[config.mk]
export PLATFORM = sky130hd
export DESIGN_NAME = can_accept_filter
export DESIGN_NICKNAME = d
export VERILOG_FILES = /design/src/rtl/can_acf_pkg.sv /design/src/rtl/can_acf_match.sv /design/src/rtl/can_acf_regs.sv /design/src/rtl/can_acf_frame.sv /design/src/rtl/can_accept_filter.sv
export SDC_FILE = /design/constraint.sdc
export NUM_CORES = 1
export LEC_CHECK = 0
export CAP_MARGIN = 20
export CORE_MARGIN = 2
export CORE_UTILIZATION = 42
export DETAILED_ROUTE_END_ITERATION = 16
export PLACE_DENSITY = 0.8
export RECOVER_POWER = 25
export SKIP_LAST_GASP = 1
export SLEW_MARGIN = 10
export SYNTH_ARGS = -nofsm -noshare
export SYNTH_HDL_FRONTEND = slang
export SYNTH_HIERARCHICAL = 1
export SYNTH_SLANG_ARGS = --single-unit
[constraint.sdc]
create_clock -name clk -period 1.28 [get_ports clk]
set_input_delay 0.192 -clock clk [delete_from_list [all_inputs] [get_ports clk]]
set_output_delay 0.192 -clock clk [all_outputs]
set_load 0.1 [all_outputs]
[src/rtl/can_acf_pkg.sv]
// Shared constants and types for the CAN acceptance filter.
package can_acf_pkg;
    localparam int BYTE_W = 8;

    // Per-frame tracking state held between identifier and frame end.
    typedef struct packed {
        logic in_frame;  // between id_valid and frame end
        logic accepted;  // latched accept decision
        logic lost;      // an accepted byte met a full FIFO
        logic wrote;     // at least one byte reached the FIFO
    } frame_track_t;
endpackage

[src/rtl/can_acf_match.sv]
// Identifier comparator: purely combinational.
// Assumes id_hi already holds identifier bits ID_W-1 down to ID_W-CMP_W.
module can_acf_match #(
    parameter int CMP_W = 8
) (
    input  logic [CMP_W-1:0] id_hi,
    input  logic [CMP_W-1:0] code,
    input  logic [CMP_W-1:0] mask,
    output logic             hit
);
    logic [CMP_W-1:0] bit_ok;

    // One per-bit equality-or-don't-care term for each compared position.
    for (genvar k = 0; k < CMP_W; k++) begin : g_bit
        assign bit_ok[k] = ~(id_hi[k] ^ code[k]) | mask[k];
    end

    assign hit = &bit_ok;
endmodule

[src/rtl/can_acf_regs.sv]
// Filter code/mask registers and CPU read path.
// Assumes single-cycle write and read strobes; read data is registered.
module can_acf_regs #(
    parameter int ADDR_W   = 5,
    parameter int CMP_W    = 8,
    parameter int CODE_ADR = 4,
    parameter int MASK_ADR = 5,
    parameter int IRQ_ADR  = 3
) (
    input  logic              clk,
    input  logic              rst_n,
    input  logic              reset_mode,
    input  logic [ADDR_W-1:0] cpu_addr,
    input  logic              cpu_wr,
    input  logic              cpu_rd,
    input  logic [7:0]        cpu_wdata,
    input  logic              irq_flag,
    output logic [7:0]        cpu_rdata,
    output logic              irq_clr,
    output logic [CMP_W-1:0]  code_q,
    output logic [CMP_W-1:0]  mask_q
);
    localparam logic [ADDR_W-1:0] A_CODE = ADDR_W'(CODE_ADR);
    localparam logic [ADDR_W-1:0] A_MASK = ADDR_W'(MASK_ADR);
    localparam logic [ADDR_W-1:0] A_IRQ  = ADDR_W'(IRQ_ADR);

    logic wr_ok;
    assign wr_ok   = cpu_wr & reset_mode;
    assign irq_clr = cpu_rd & (cpu_addr == A_IRQ);

    // Filter registers: updated only while the controller is in reset mode.
    always_ff @(posedge clk) begin
        if (!rst_n) begin
            code_q <= '0;
            mask_q <= '1;
        end else if (wr_ok) begin
            if (cpu_addr == A_CODE) code_q <= cpu_wdata[CMP_W-1:0];
            if (cpu_addr == A_MASK) mask_q <= cpu_wdata[CMP_W-1:0];
        end
    end

    // Read data register: filter registers hidden (all ones) outside reset mode.
    always_ff @(posedge clk) begin
        if (!rst_n) begin
            cpu_rdata <= '0;
        end else if (cpu_rd) begin
            if (cpu_addr == A_CODE)      cpu_rdata <= reset_mode ? 8'(code_q) : 8'hFF;
            else if (cpu_addr == A_MASK) cpu_rdata <= reset_mode ? 8'(mask_q) : 8'hFF;
            else if (cpu_addr == A_IRQ)  cpu_rdata <= {7'b0, irq_flag};
            else                         cpu_rdata <= '0;
        end
    end

    AST_WR_LOCKED: assert property (@(posedge clk) disable iff (!rst_n)
        (cpu_wr && !reset_mode) |=> ($stable(code_q) && $stable(mask_q)));
endmodule

[src/rtl/can_acf_frame.sv]
// Frame tracker: gates bytes into the FIFO, raises status/interrupt on a
// good completion, and rolls back partially stored frames.
// Assumes id_valid precedes the bytes and one end pulse closes each frame.
module can_acf_frame
    import can_acf_pkg::*;
(
    input  logic              clk,
    input  logic              rst_n,
    input  logic              id_valid,
    input  logic              id_hit,
    input  logic              byte_valid,
    input  logic [BYTE_W-1:0] byte_in,
    input  logic              frame_ok,
    input  logic              frame_err,
    input  logic              fifo_space,
    input  logic              irq_en,
    input  logic              irq_clr,
    input  logic              release_cmd,
    input  logic              fifo_will_empty,
    output logic              fifo_wr,
    output logic [BYTE_W-1:0] fifo_wdata,
    output logic              fifo_rollback,
    output logic              rx_full,
    output logic              rx_irq
);
    frame_track_t trk;
    logic take_byte, drop_byte, frame_end, wrote_any, lost_any, good_end;

    assign take_byte  = trk.in_frame & trk.accepted & byte_valid;
    assign fifo_wr    = take_byte & fifo_space;
    assign drop_byte  = take_byte & ~fifo_space;
    assign fifo_wdata = byte_in;
    assign frame_end  = trk.in_frame & (frame_ok | frame_err);
    assign wrote_any  = trk.wrote | fifo_wr;
    assign lost_any   = trk.lost | drop_byte;
    assign good_end   = frame_end & frame_ok & ~frame_err & trk.accepted & ~lost_any;

    // Frame tracking: latch decision at identifier end, note writes and losses.
    always_ff @(posedge clk) begin
        if (!rst_n) begin
            trk           <= '0;
            fifo_rollback <= 1'b0;
        end else begin
            fifo_rollback <= 1'b0;
            if (id_valid) begin
                trk <= '{in_frame: 1'b1, accepted: id_hit, lost: 1'b0, wrote: 1'b0};
            end else if (trk.in_frame) begin
                if (fifo_wr)   trk.wrote <= 1'b1;
                if (drop_byte) trk.lost  <= 1'b1;
                if (frame_end) begin
                    trk.in_frame  <= 1'b0;
                    fifo_rollback <= trk.accepted & wrote_any & (frame_err | lost_any);
                end
            end
        end
    end

    // Receive-full status: set on good completion, cleared when release empties FIFO.
    always_ff @(posedge clk) begin
        if (!rst_n)                              rx_full <= 1'b0;
        else if (good_end)                       rx_full <= 1'b1;
        else if (release_cmd && fifo_will_empty) rx_full <= 1'b0;
    end

    // Receive interrupt flag: set on good completion when enabled, cleared by read.
    always_ff @(posedge clk) begin
        if (!rst_n)                  rx_irq <= 1'b0;
        else if (good_end && irq_en) rx_irq <= 1'b1;
        else if (irq_clr)            rx_irq <= 1'b0;
    end

    AST_STORE_NEEDS_ROOM: assert property (@(posedge clk) disable iff (!rst_n)
        fifo_wr |-> (fifo_space && byte_valid));
    AST_ERR_NO_STATUS: assert property (@(posedge clk) disable iff (!rst_n)
        (trk.in_frame && frame_err && !rx_full) |=> !rx_full);
    AST_IRQ_NEEDS_EN: assert property (@(posedge clk) disable iff (!rst_n)
        $rose(rx_irq) |-> $past(irq_en));
    AST_ROLLBACK_AT_END: assert property (@(posedge clk) disable iff (!rst_n)
        fifo_rollback |-> $past(frame_ok || frame_err));
endmodule

[src/rtl/can_accept_filter.sv]
// Top level of the CAN receive acceptance filter: register file, comparator
// and frame tracker. Assumes standard 11-bit identifiers only.
module can_accept_filter #(
    parameter int ID_W     = 11,
    parameter int CMP_W    = 8,
    parameter int ADDR_W   = 5,
    parameter int CODE_ADR = 4,
    parameter int MASK_ADR = 5,
    parameter int IRQ_ADR  = 3
) (
    input  logic              clk,
    input  logic              rst_n,
    input  logic              reset_mode,
    input  logic              irq_en,
    input  logic [ADDR_W-1:0] cpu_addr,
    input  logic              cpu_wr,
    input  logic              cpu_rd,
    input  logic [7:0]        cpu_wdata,
    output logic [7:0]        cpu_rdata,
    input  logic              id_valid,
    input  logic [ID_W-1:0]   id_in,
    input  logic              byte_valid,
    input  logic [7:0]        byte_in,
    input  logic              frame_ok,
    input  logic              frame_err,
    input  logic              fifo_space,
    input  logic              release_cmd,
    input  logic              fifo_will_empty,
    output logic              fifo_wr,
    output logic [7:0]        fifo_wdata,
    output logic              fifo_rollback,
    output logic              rx_full,
    output logic              rx_irq
);
    localparam int LOW_W = ID_W - CMP_W;

    logic [CMP_W-1:0] code_q, mask_q;
    logic             irq_clr, id_hit;
    logic             unused_low_id;

    assign unused_low_id = ^id_in[LOW_W-1:0];

    can_acf_regs #(
        .ADDR_W(ADDR_W), .CMP_W(CMP_W), .CODE_ADR(CODE_ADR),
        .MASK_ADR(MASK_ADR), .IRQ_ADR(IRQ_ADR)
    ) u_regs (
        .clk(clk), .rst_n(rst_n), .reset_mode(reset_mode),
        .cpu_addr(cpu_addr), .cpu_wr(cpu_wr), .cpu_rd(cpu_rd),
        .cpu_wdata(cpu_wdata), .irq_flag(rx_irq), .cpu_rdata(cpu_rdata),
        .irq_clr(irq_clr), .code_q(code_q), .mask_q(mask_q)
    );

    can_acf_match #(.CMP_W(CMP_W)) u_match (
        .id_hi(id_in[ID_W-1:LOW_W]), .code(code_q), .mask(mask_q), .hit(id_hit)
    );

    can_acf_frame u_frame (
        .clk(clk), .rst_n(rst_n), .id_valid(id_valid), .id_hit(id_hit),
        .byte_valid(byte_valid), .byte_in(byte_in), .frame_ok(frame_ok),
        .frame_err(frame_err), .fifo_space(fifo_space), .irq_en(irq_en),
        .irq_clr(irq_clr), .release_cmd(release_cmd),
        .fifo_will_empty(fifo_will_empty), .fifo_wr(fifo_wr),
        .fifo_wdata(fifo_wdata), .fifo_rollback(fifo_rollback),
        .rx_full(rx_full), .rx_irq(rx_irq)
    );
endmodule

; ---- Yosys cells after proc, flatten, opt, wreduce, memory -nomap -nowiden
; Index checks and enable logic that the tools add are counted.
[totals]
reg_bits = 31
input_bits = 45
[classes]
reduce_logical = 11
n_bitwise = 47
n_eq_ne = 3
mux = 12
[ops]
columns = operator, n
row1 = two-way mux 8 bit, 4
row2 = NOT 1 bit, 14
row3 = bitwise AND 1 bit, 13
row4 = bitwise OR 1 bit, 12
row5 = equality test 5 x 3 -> 1 bit (second input constant), 2
row6 = two-way mux 1 bit, 8
row7 = AND reduction 2 bit, 4
row8 = AND reduction 8 bit, 1
row9 = bitwise XOR 1 bit, 8
row10 = equality test 5 x 2 -> 1 bit (second input constant), 1
row11 = nonzero test 2 bit, 2
row12 = OR reduction 4 bit, 1
row13 = logical AND 1 bit, 2
row14 = OR reduction 2 bit, 1

; ---- Logic depth before layout (Yosys ltp)
; Gate-level depths: netlist (run 1).
[logic_depth]
word_depth = 8
ltp_mapped = 6
ltp_nobuf = 5

; ---- By module
; The synthesis (run 1) kept the hierarchy.
[modules_own_cells]
columns = mod, seq_area_each_um2, area_each_um2, cells_each, n_inst
row1 = can_acf_regs, 480.5, 1069.8, 112, 1
row2 = can_acf_frame, 140.1, 375.4, 39, 1
row3 = can_acf_match, 0.0, 107.6, 13, 1

; ---- Worst setup path before layout (run 1)
; Ideal clock, no wire load.
[synth_path]
kind = flip-flop to flip-flop
from = register u_frame.rx_irq
to = register u_regs.cpu_rdata[0]
stages_incl_launch_ff = 4
t_arrival_ns = 1.357
slack_ns = -0.147
period_less_slack_ns = 1.427
setup_time_ns = 0.070
path_cell_list = dfxtp_1 > a22o_1 > nand2_1 > a21oi_1
[synth_via]
elab_chain_cells = 3
[synth_rtl]
columns = element, line
row1 = from (decl), can_acf_frame.sv:24  ; output logic rx_irq
row2 = from (signal assigned), can_acf_frame.sv:67  ; if (!rst_n) rx_irq <= 1'b0;
row3 = from (signal assigned), can_acf_frame.sv:68  ; else if (good_end && irq_en) rx_irq <= 1'b1;
row4 = from (signal assigned), can_acf_frame.sv:69  ; else if (irq_clr) rx_irq <= 1'b0;
row5 = two-way mux 1 bit, can_acf_regs.sv:49  ; else if (cpu_addr == A_IRQ) cpu_rdata <= {7'b0, irq_flag};
row6 = two-way mux 8 bit, can_acf_regs.sv:48  ; else if (cpu_addr == A_MASK) cpu_rdata <= reset_mode ? 8'(mask_q) : 8'hFF;
row7 = two-way mux 8 bit, can_acf_regs.sv:47  ; if (cpu_addr == A_CODE) cpu_rdata <= reset_mode ? 8'(code_q) : 8'hFF;
row8 = to (signal assigned), can_acf_regs.sv:47
row9 = to (signal assigned), can_acf_regs.sv:48
row10 = to (signal assigned), can_acf_regs.sv:49
row11 = to (decl), can_acf_regs.sv:18  ; output logic [7:0] cpu_rdata,
; No other way between the ends.
; A chain may end at the register's enable or synchronous reset.

; ---- Final worst setup path (run 1)
[layout_path]
from = input cpu_addr[4]
to = register u_regs.mask_q[7]
[layout_via]
elab_chain_cells = 2
[layout_rtl]
columns = element, line
row1 = from (decl), can_accept_filter.sv:15  ; input logic [ADDR_W-1:0] cpu_addr,
row2 = equality test 5 x 3 -> 1 bit, can_acf_regs.sv:38  ; if (cpu_addr == A_MASK) mask_q <= cpu_wdata[CMP_W-1:0];
row3 = AND reduction 2 bit (no line), --
row4 = to (signal assigned), can_acf_regs.sv:38
row5 = to (decl), can_acf_regs.sv:21  ; output logic [CMP_W-1:0] mask_q
; No other way between the ends.

==> results of run 1 <==
==> flip-flops by register name, indices dropped and copies added, names as in the netlist <==
name	cells
u_frame/fifo_rollback	1
u_frame/rx_full	1
u_frame/rx_irq	1
u_frame/trk	4
u_regs/code_q	8
u_regs/cpu_rdata	8
u_regs/mask_q	8
==> synth_stat cells (2+ instances only) <==
library cell | n | share of area, %
nor2_1 | 2 | 0.48
dfxtp_1 | 31 | 40
buf_2 | 2 | 0.64
nand2b_1 | 3 | 1.2
nor2b_1 | 6 | 2.4
nand2_1 | 25 | 6.0
mux2i_1 | 16 | 10
nor3b_1 | 2 | 0.97
buf_6 | 2 | 1.5
o21ai_2 | 2 | 1.1
inv_1 | 3 | 0.73
clkbuf_1 | 3 | 0.73
a22o_1 | 8 | 4.5
o21ai_0 | 7 | 2.3
o22ai_1 | 4 | 1.6
a21oi_1 | 2 | 0.64
buf_4 | 8 | 3.9
nand3_1 | 8 | 2.6
xnor2_1 | 8 | 4.5
and3_1 | 2 | 0.81
==> per-stage QoR <==
stage	hold slack, ns	TNS (ns)	setup WS [ns]
3_3_place_gp	0.385	-8.41	-0.365
5_1_grt	0.384	-0.0186	-0.0186
3_5_place_dp	0.385	-8.83	-0.401
4_1_cts	0.385	0	0.0183
2_1_floorplan	0.310	0	0.0369
6_report	0.384	0	0.0333
==> routing by layer <==
metal  vias up  GRT usage, %  part of all wire (%)
li1        679             -                     -
met1       607          23.4                    44
met2        51          26.8                    47
met3        12          3.47                   5.9
met4         0          11.7                   3.6
met5         -             0                     0
==> power by group <==
group	internal (mW)	switching [mW]	leakage, nW
clock network	0.488	0.362	0.0505
logic	0.177	0.135	0.680
registers	0.975	0.0130	0.254
==> cell families (layout without fill, tap and decap cells) <==
kind of cell	Yosys count	in the layout	synth area share, %
and+or+nand+nor	59	59	21.6
DFF	31	31	40.0
AOI/OAI and AO/OA	30	30	14.7
muxes	16	16	10.3
xor gates and xnor gates	8	8	4.51
buffers and inverters	20	73	8.94
==> repair_timing <==
item	in CTS	in global routing
pin swaps	2	3
setup endpoints to repair	17	6
setup buffers	0	4
resized for setup	11	11
==> final cells by class <==
| cell class | instances | area (um^2) | area share, % |
|---|---|---|---|
| clock inverter | 1 | 7.51 | 0.319 |
| sequential | 31 | 633 | 26.9 |
| timing repair buffer | 62 | 728 | 30.9 |
| inverter | 3 | 11.3 | 0.478 |
| multi-input combinational | 113 | 820 | 34.8 |
| clock buffer | 7 | 96.3 | 4.09 |
| tap | 48 | 60.1 | 2.55 |
==> worst paths after layout <==
path / cells after the start / slack [ns] / to / startpoint
max reg2reg: 5 / 0.08 / u_frame/trk[2]$_SDFFE_PN0P_ / u_regs/code_q[5]$_SDFFE_PN0P_
min reg2reg: 2 / 0.47 / u_frame/trk[1]$_SDFFE_PP0P_ / u_frame/trk[1]$_SDFFE_PP0P_
max: 6 / 0.03 / u_regs/mask_q[7]$_SDFFE_PN1P_ / cpu_addr[4]
min: 0 / 0.38 / fifo_wdata[5] / byte_in[5]
==> reports/metrics.cfg, run 1 <==
[run_status]
status = finished clean

[cells_and_area]
final_area_um2 = 2360
area_growth_pct = 51.7
drive_gt1_share_pct = 25.8
diodes = 0
fillCellCount = 283
fin_nets = 261
final_core_util_pct = 65.3
layout_common_cells = nand2_1, dfxtp_1, clkdlybuf4s50_1
fin_cells = 265

[run]
cap_violations = 0

[yosys]
synthesis.area_um2 = 1550
synth_edf_count = 0
synth_nets = 209
synth-main-ff-cell = dfxtp_1
synth_cell_types = 40
async_flop_share_pct = 0
synth_warnings = 6
syn_area_per_cell_um2 = 9.47
seq_area_frac_synth_pct = 40.0
syn_inst = 164
ys_ff_latch = 31

[routing]
final_antenna_net_count = 0
drc_errors = 0
wl_per_cell_um = 13.2
via_per_inst = 5.09
vias = 1349
routed_wl_um = 3500
drt_iter0_markers = 88
first_pass_iters = 4

[grt]
track_usage_pct = 17.9
grt_max_degree = 26
antenna_found_initial = 0
overflow = 0
grt_pass1_wl_um = 5760
grt_pass1_vias = 1267

[timing]
skew_ns = 0.00255
slew_headroom_pct = 70.3
fin_crit_sh_pct = 97.4
finalSetupViolCount = 0
final_hold_viol_count = 0
slew_viol_final = 0
rsz0062_at_grt = yes
worst_pin_slew_ns = 0.444
post-route-min-period_ns = 1.25
fmax_mhz = 802

[power]
p_per_area_nw_per_um2 = 912
total_power_mw = 2.15
ir_drop_mv = 0.553
leakagePower_nw = 0.985

[place]
io_buffers = 45
hpwl_um = 2590
dp_cells = 253
gp_congestion = 0.827
placed_area_um2 = 2180

[clocking]
cts-root-buf = clkbuf_8
path_clk_slew_ns = 0.06
clockBufferDepth = 2
cts_buffers = 5
cts_tree = built
ctsHoldBuffers = 0
cts-htree-levels = 2
cts_sinks = 31
clock_latency_ns = 0.28

[setup_path]
path_cells = dlygate4sd2_1 > nor4b_4 > nand4_2 > buf_6 > mux2i_1 > nand2_1
path_buf_inv = 2
critPathLaunchType = input pin
slowest_stage = nor4b_4
cp_max_fo = 4
arrival_ns = 1.41
path_class = in2reg
crit_path_end_kind = flop
cp_top_family = simple AND/OR/NAND/NOR gates
required_ns = 1.45
crit_path_max_incr_delay_ns = 0.31

[floorplan]
core_area_um2 = 3610
row_count = 22
dieArea_um2 = 4200
die_y_um = 64.8
io_pins = 65
fp.dieW_um = 64.8
start_util_pct = 43.1

[worst_hold_path]
hold_path.class = in2out

Note: power is estimated with default switching activity, not from simulation.
==> run 2: changes to the inputs <==
--- a/config.mk
+++ b/config.mk
@@ -6,14 +6,12 @@
 export NUM_CORES = 1
 export LEC_CHECK = 0
 export CAP_MARGIN = 20
-export CORE_MARGIN = 2
 export CORE_UTILIZATION = 42
 export DETAILED_ROUTE_END_ITERATION = 16
-export PLACE_DENSITY = 0.8
+export PLACE_DENSITY = 0.81
 export RECOVER_POWER = 25
 export SKIP_LAST_GASP = 1
 export SLEW_MARGIN = 10
 export SYNTH_ARGS = -nofsm -noshare
 export SYNTH_HDL_FRONTEND = slang
-export SYNTH_HIERARCHICAL = 1
 export SYNTH_SLANG_ARGS = --single-unit
==> reports/metrics.cfg, run 2 <==
[run_status]
status = complete, but fails checks
failed_checks = setup timing

[yosys]
synth_edf_count = 0
async_flop_share_pct = 0
synthTopCellsByCount = dfxtp_1, mux2i_1, nor2b_1
yosys.area.top_type_share_pct = 40.2
seq_area_frac_synth_pct = 40.2
synth_nets = 204
ys_top_cells_by_area = dfxtp_1, mux2i_1, nor2b_1, xnor2_1, nand2_1
synth_largest_area_cell = dfxtp_1
synth-main-ff-cell = dfxtp_1
syn_area_per_cell_um2 = 9.70
synth_warnings = 0
synth_cell_types = 32
ys_ff_latch = 31
syn_inst = 159
synthesis.area_um2 = 1540

[setup_path]
required_ns = 1.09
r2r_cells = 4
cp_max_fo = 2
path_class = reg2out
r2r_setup_slack_ns = 0.01
critPathLaunchType = flop
crit_path_end_kind = primary output
arrival_ns = 1.16
r2r-start = u_regs.code_q[0]$_SDFFE_PN0P_
r2r_end = u_frame.trk[2]$_SDFFE_PN0P_

[cells_and_area]
reg_top3 = u_regs.code_q x8, u_regs.cpu_rdata x8, u_regs.mask_q x8
area_growth_pct = 58.9
fin_nets = 277
diodes = 0
final_common_cell = buf_4
layout_common_cells = buf_4, mux2i_1, clkdlybuf4s50_1, dfxtp_1, nor2b_1
drive_gt1_share_pct = 31.5

[floorplan]
core_area_um2 = 3420
start_util_pct = 45.2
die_y_um = 62.6
fp.dieW_um = 62.6
io_pins = 65
row_count = 21
dieArea_um2 = 3920

[timing]
slew_viol_final = 0
tns_ns = -0.103
post-route-min-period_ns = 1.35
rsz0062_at_grt = yes
skew_ns = 0.00755
slew_headroom_pct = 80.2
finalSetupViolCount = 5
final_hold_viol_count = 0
worst_pin_slew_ns = 0.297
setup_slack_ns = -0.0740
fin_crit_sh_pct = 106
fmax_mhz = 739

[clocking]
cts_buffers = 5
ctsHoldBuffers = 0
cts-htree-levels = 2
cts-root-buf = clkbuf_4
cts_tree = built
clockBufferDepth = 2
path_clk_slew_ns = 0.09
cts_sinks = 31
clock_latency_ns = 0.34

[routing]
via_per_inst = 4.92
wl_per_cell_um = 14.0
drt_iter0_markers = 35
first_pass_iters = 4
routed_wl_um = 3900
vias = 1367
drc_errors = 0
final_antenna_net_count = 0

[place]
hpwl_um = 2980
io_buffers = 45
gp_congestion = 0.836
post-place-ws_ns = -0.692

[worst_hold_path]
holdPathEnd = u_regs.cpu_rdata[0]$_SDFFE_PN0P_
holdCritStartpoint = cpu_addr[4]
whs_path_depth = 5
hold_path.class = in2reg

[grt]
overflow = 0
track_usage_pct = 22.1
grt_pass1_vias = 1524
grt_pass1_wl_um = 6620
grt_max_degree = 13
antenna_found_initial = 0

[power]
total_power_mw = 2.07
ir_drop_mv = 0.730
leakagePower_nw = 1.04
p_per_area_nw_per_um2 = 842

[run]
cap_violations = 0

==> run 2: changes by cell type after synthesis, moves of 3 or more <==
cell     change
mux2i_1     +15
nor2b_1     +12
a21oi_1      +9
a22o_1       -8
nand2_1      -8
nand3_1      -7
o21ai_0      -6
nor2_1       +3
==> run 2: timing repair <==
item | 4_1_cts | 5_1_grt
pin swaps | 6 | 2
endpoints found under the setup margin | 27 | 13
gates resized for setup | 22 | 12
setup buffers | 4 | 2
==> run 2: logic make-up after synthesis <==
group / share of synthesized area, %
compound gates: 8.68
mux: 20.1
simple gates: 18.4
flops: 40.2
xor+xnor: 4.54
buf+inv: 8.03
==> run 2: final cells by class <==
cell class	instances	area (um^2)
Fill cell	263	965
Multi-Input combinational cell	112	847
Timing Repair Buffer	81	843
Sequential cell	31	628
Tap cell	46	57.6
Clock buffer	6	41.3
Clock inverter	1	30.0
Inverter	1	3.75
==> run 2: worst max-delay path by stage <==
| stage | end | slack [ns] | cells past startpoint | start |
|---|---|---|---|---|
| after floorplan | u_regs.code_q[0]$_SDFFE_PN0P_ | -0.34 | 5 | cpu_addr[1] |
| after global placement | u_regs.code_q[4]$_SDFFE_PN0P_ | -0.64 | 6 | cpu_addr[1] |
| after detailed placement | u_regs.code_q[6]$_SDFFE_PN0P_ | -0.69 | 6 | cpu_addr[1] |
| after CTS | fifo_wr | -0.06 | 4 | u_frame.trk[2]$_SDFFE_PN0P_ |
| after global routing | fifo_wr | -0.13 | 4 | u_frame.trk[2]$_SDFFE_PN0P_ |
| final | fifo_wr | -0.07 | 4 | u_frame.trk[2]$_SDFFE_PN0P_ |
==> run 2: routing by layer <==
metal / up-vias / GRT usage [%] / wire, um / share of wire, %
met4: 0 / 10.2 / 102 / 2.6
met5: - / 0 / 0 / 0
met2: 47 / 40.6 / 2110 / 54
met3: 11 / 7.66 / 213 / 5.5
li1: 687 / - / - / -
met1: 622 / 21.9 / 1480 / 38
==> run 2: metrics by stage <==
step | cell area [um^2] | hold slack [ns] | utilization (%) | cells
final | 2450 | 0.296 | 71.8 | 278
after global routing | 2450 | 0.315 | 71.8 | 278
after CTS | 2440 | 0.385 | 71.4 | 276
after detailed placement | 2320 | 0.385 | 67.8 | 265
after global placement | 2320 | 0.385 | 67.8 | 265
after floorplan | 1570 | 0.309 | - | 159
==> run 2: worst max-delay path: stages (launching register included) <==
cell and delay, ns:
dfxtp_2 0.34, nand2_2 0.07, buf_6 0.12, nor2_4 0.10, buf_12 0.18
==> run 2: power breakdown <==
group / internal (mW) / switching (mW) / leakage [nW] / total, mW
registers: 0.975 / 0.00886 / 0.253 / 0.984
logic: 0.207 / 0.151 / 0.747 / 0.358
clock network: 0.402 / 0.321 / 0.0383 / 0.723
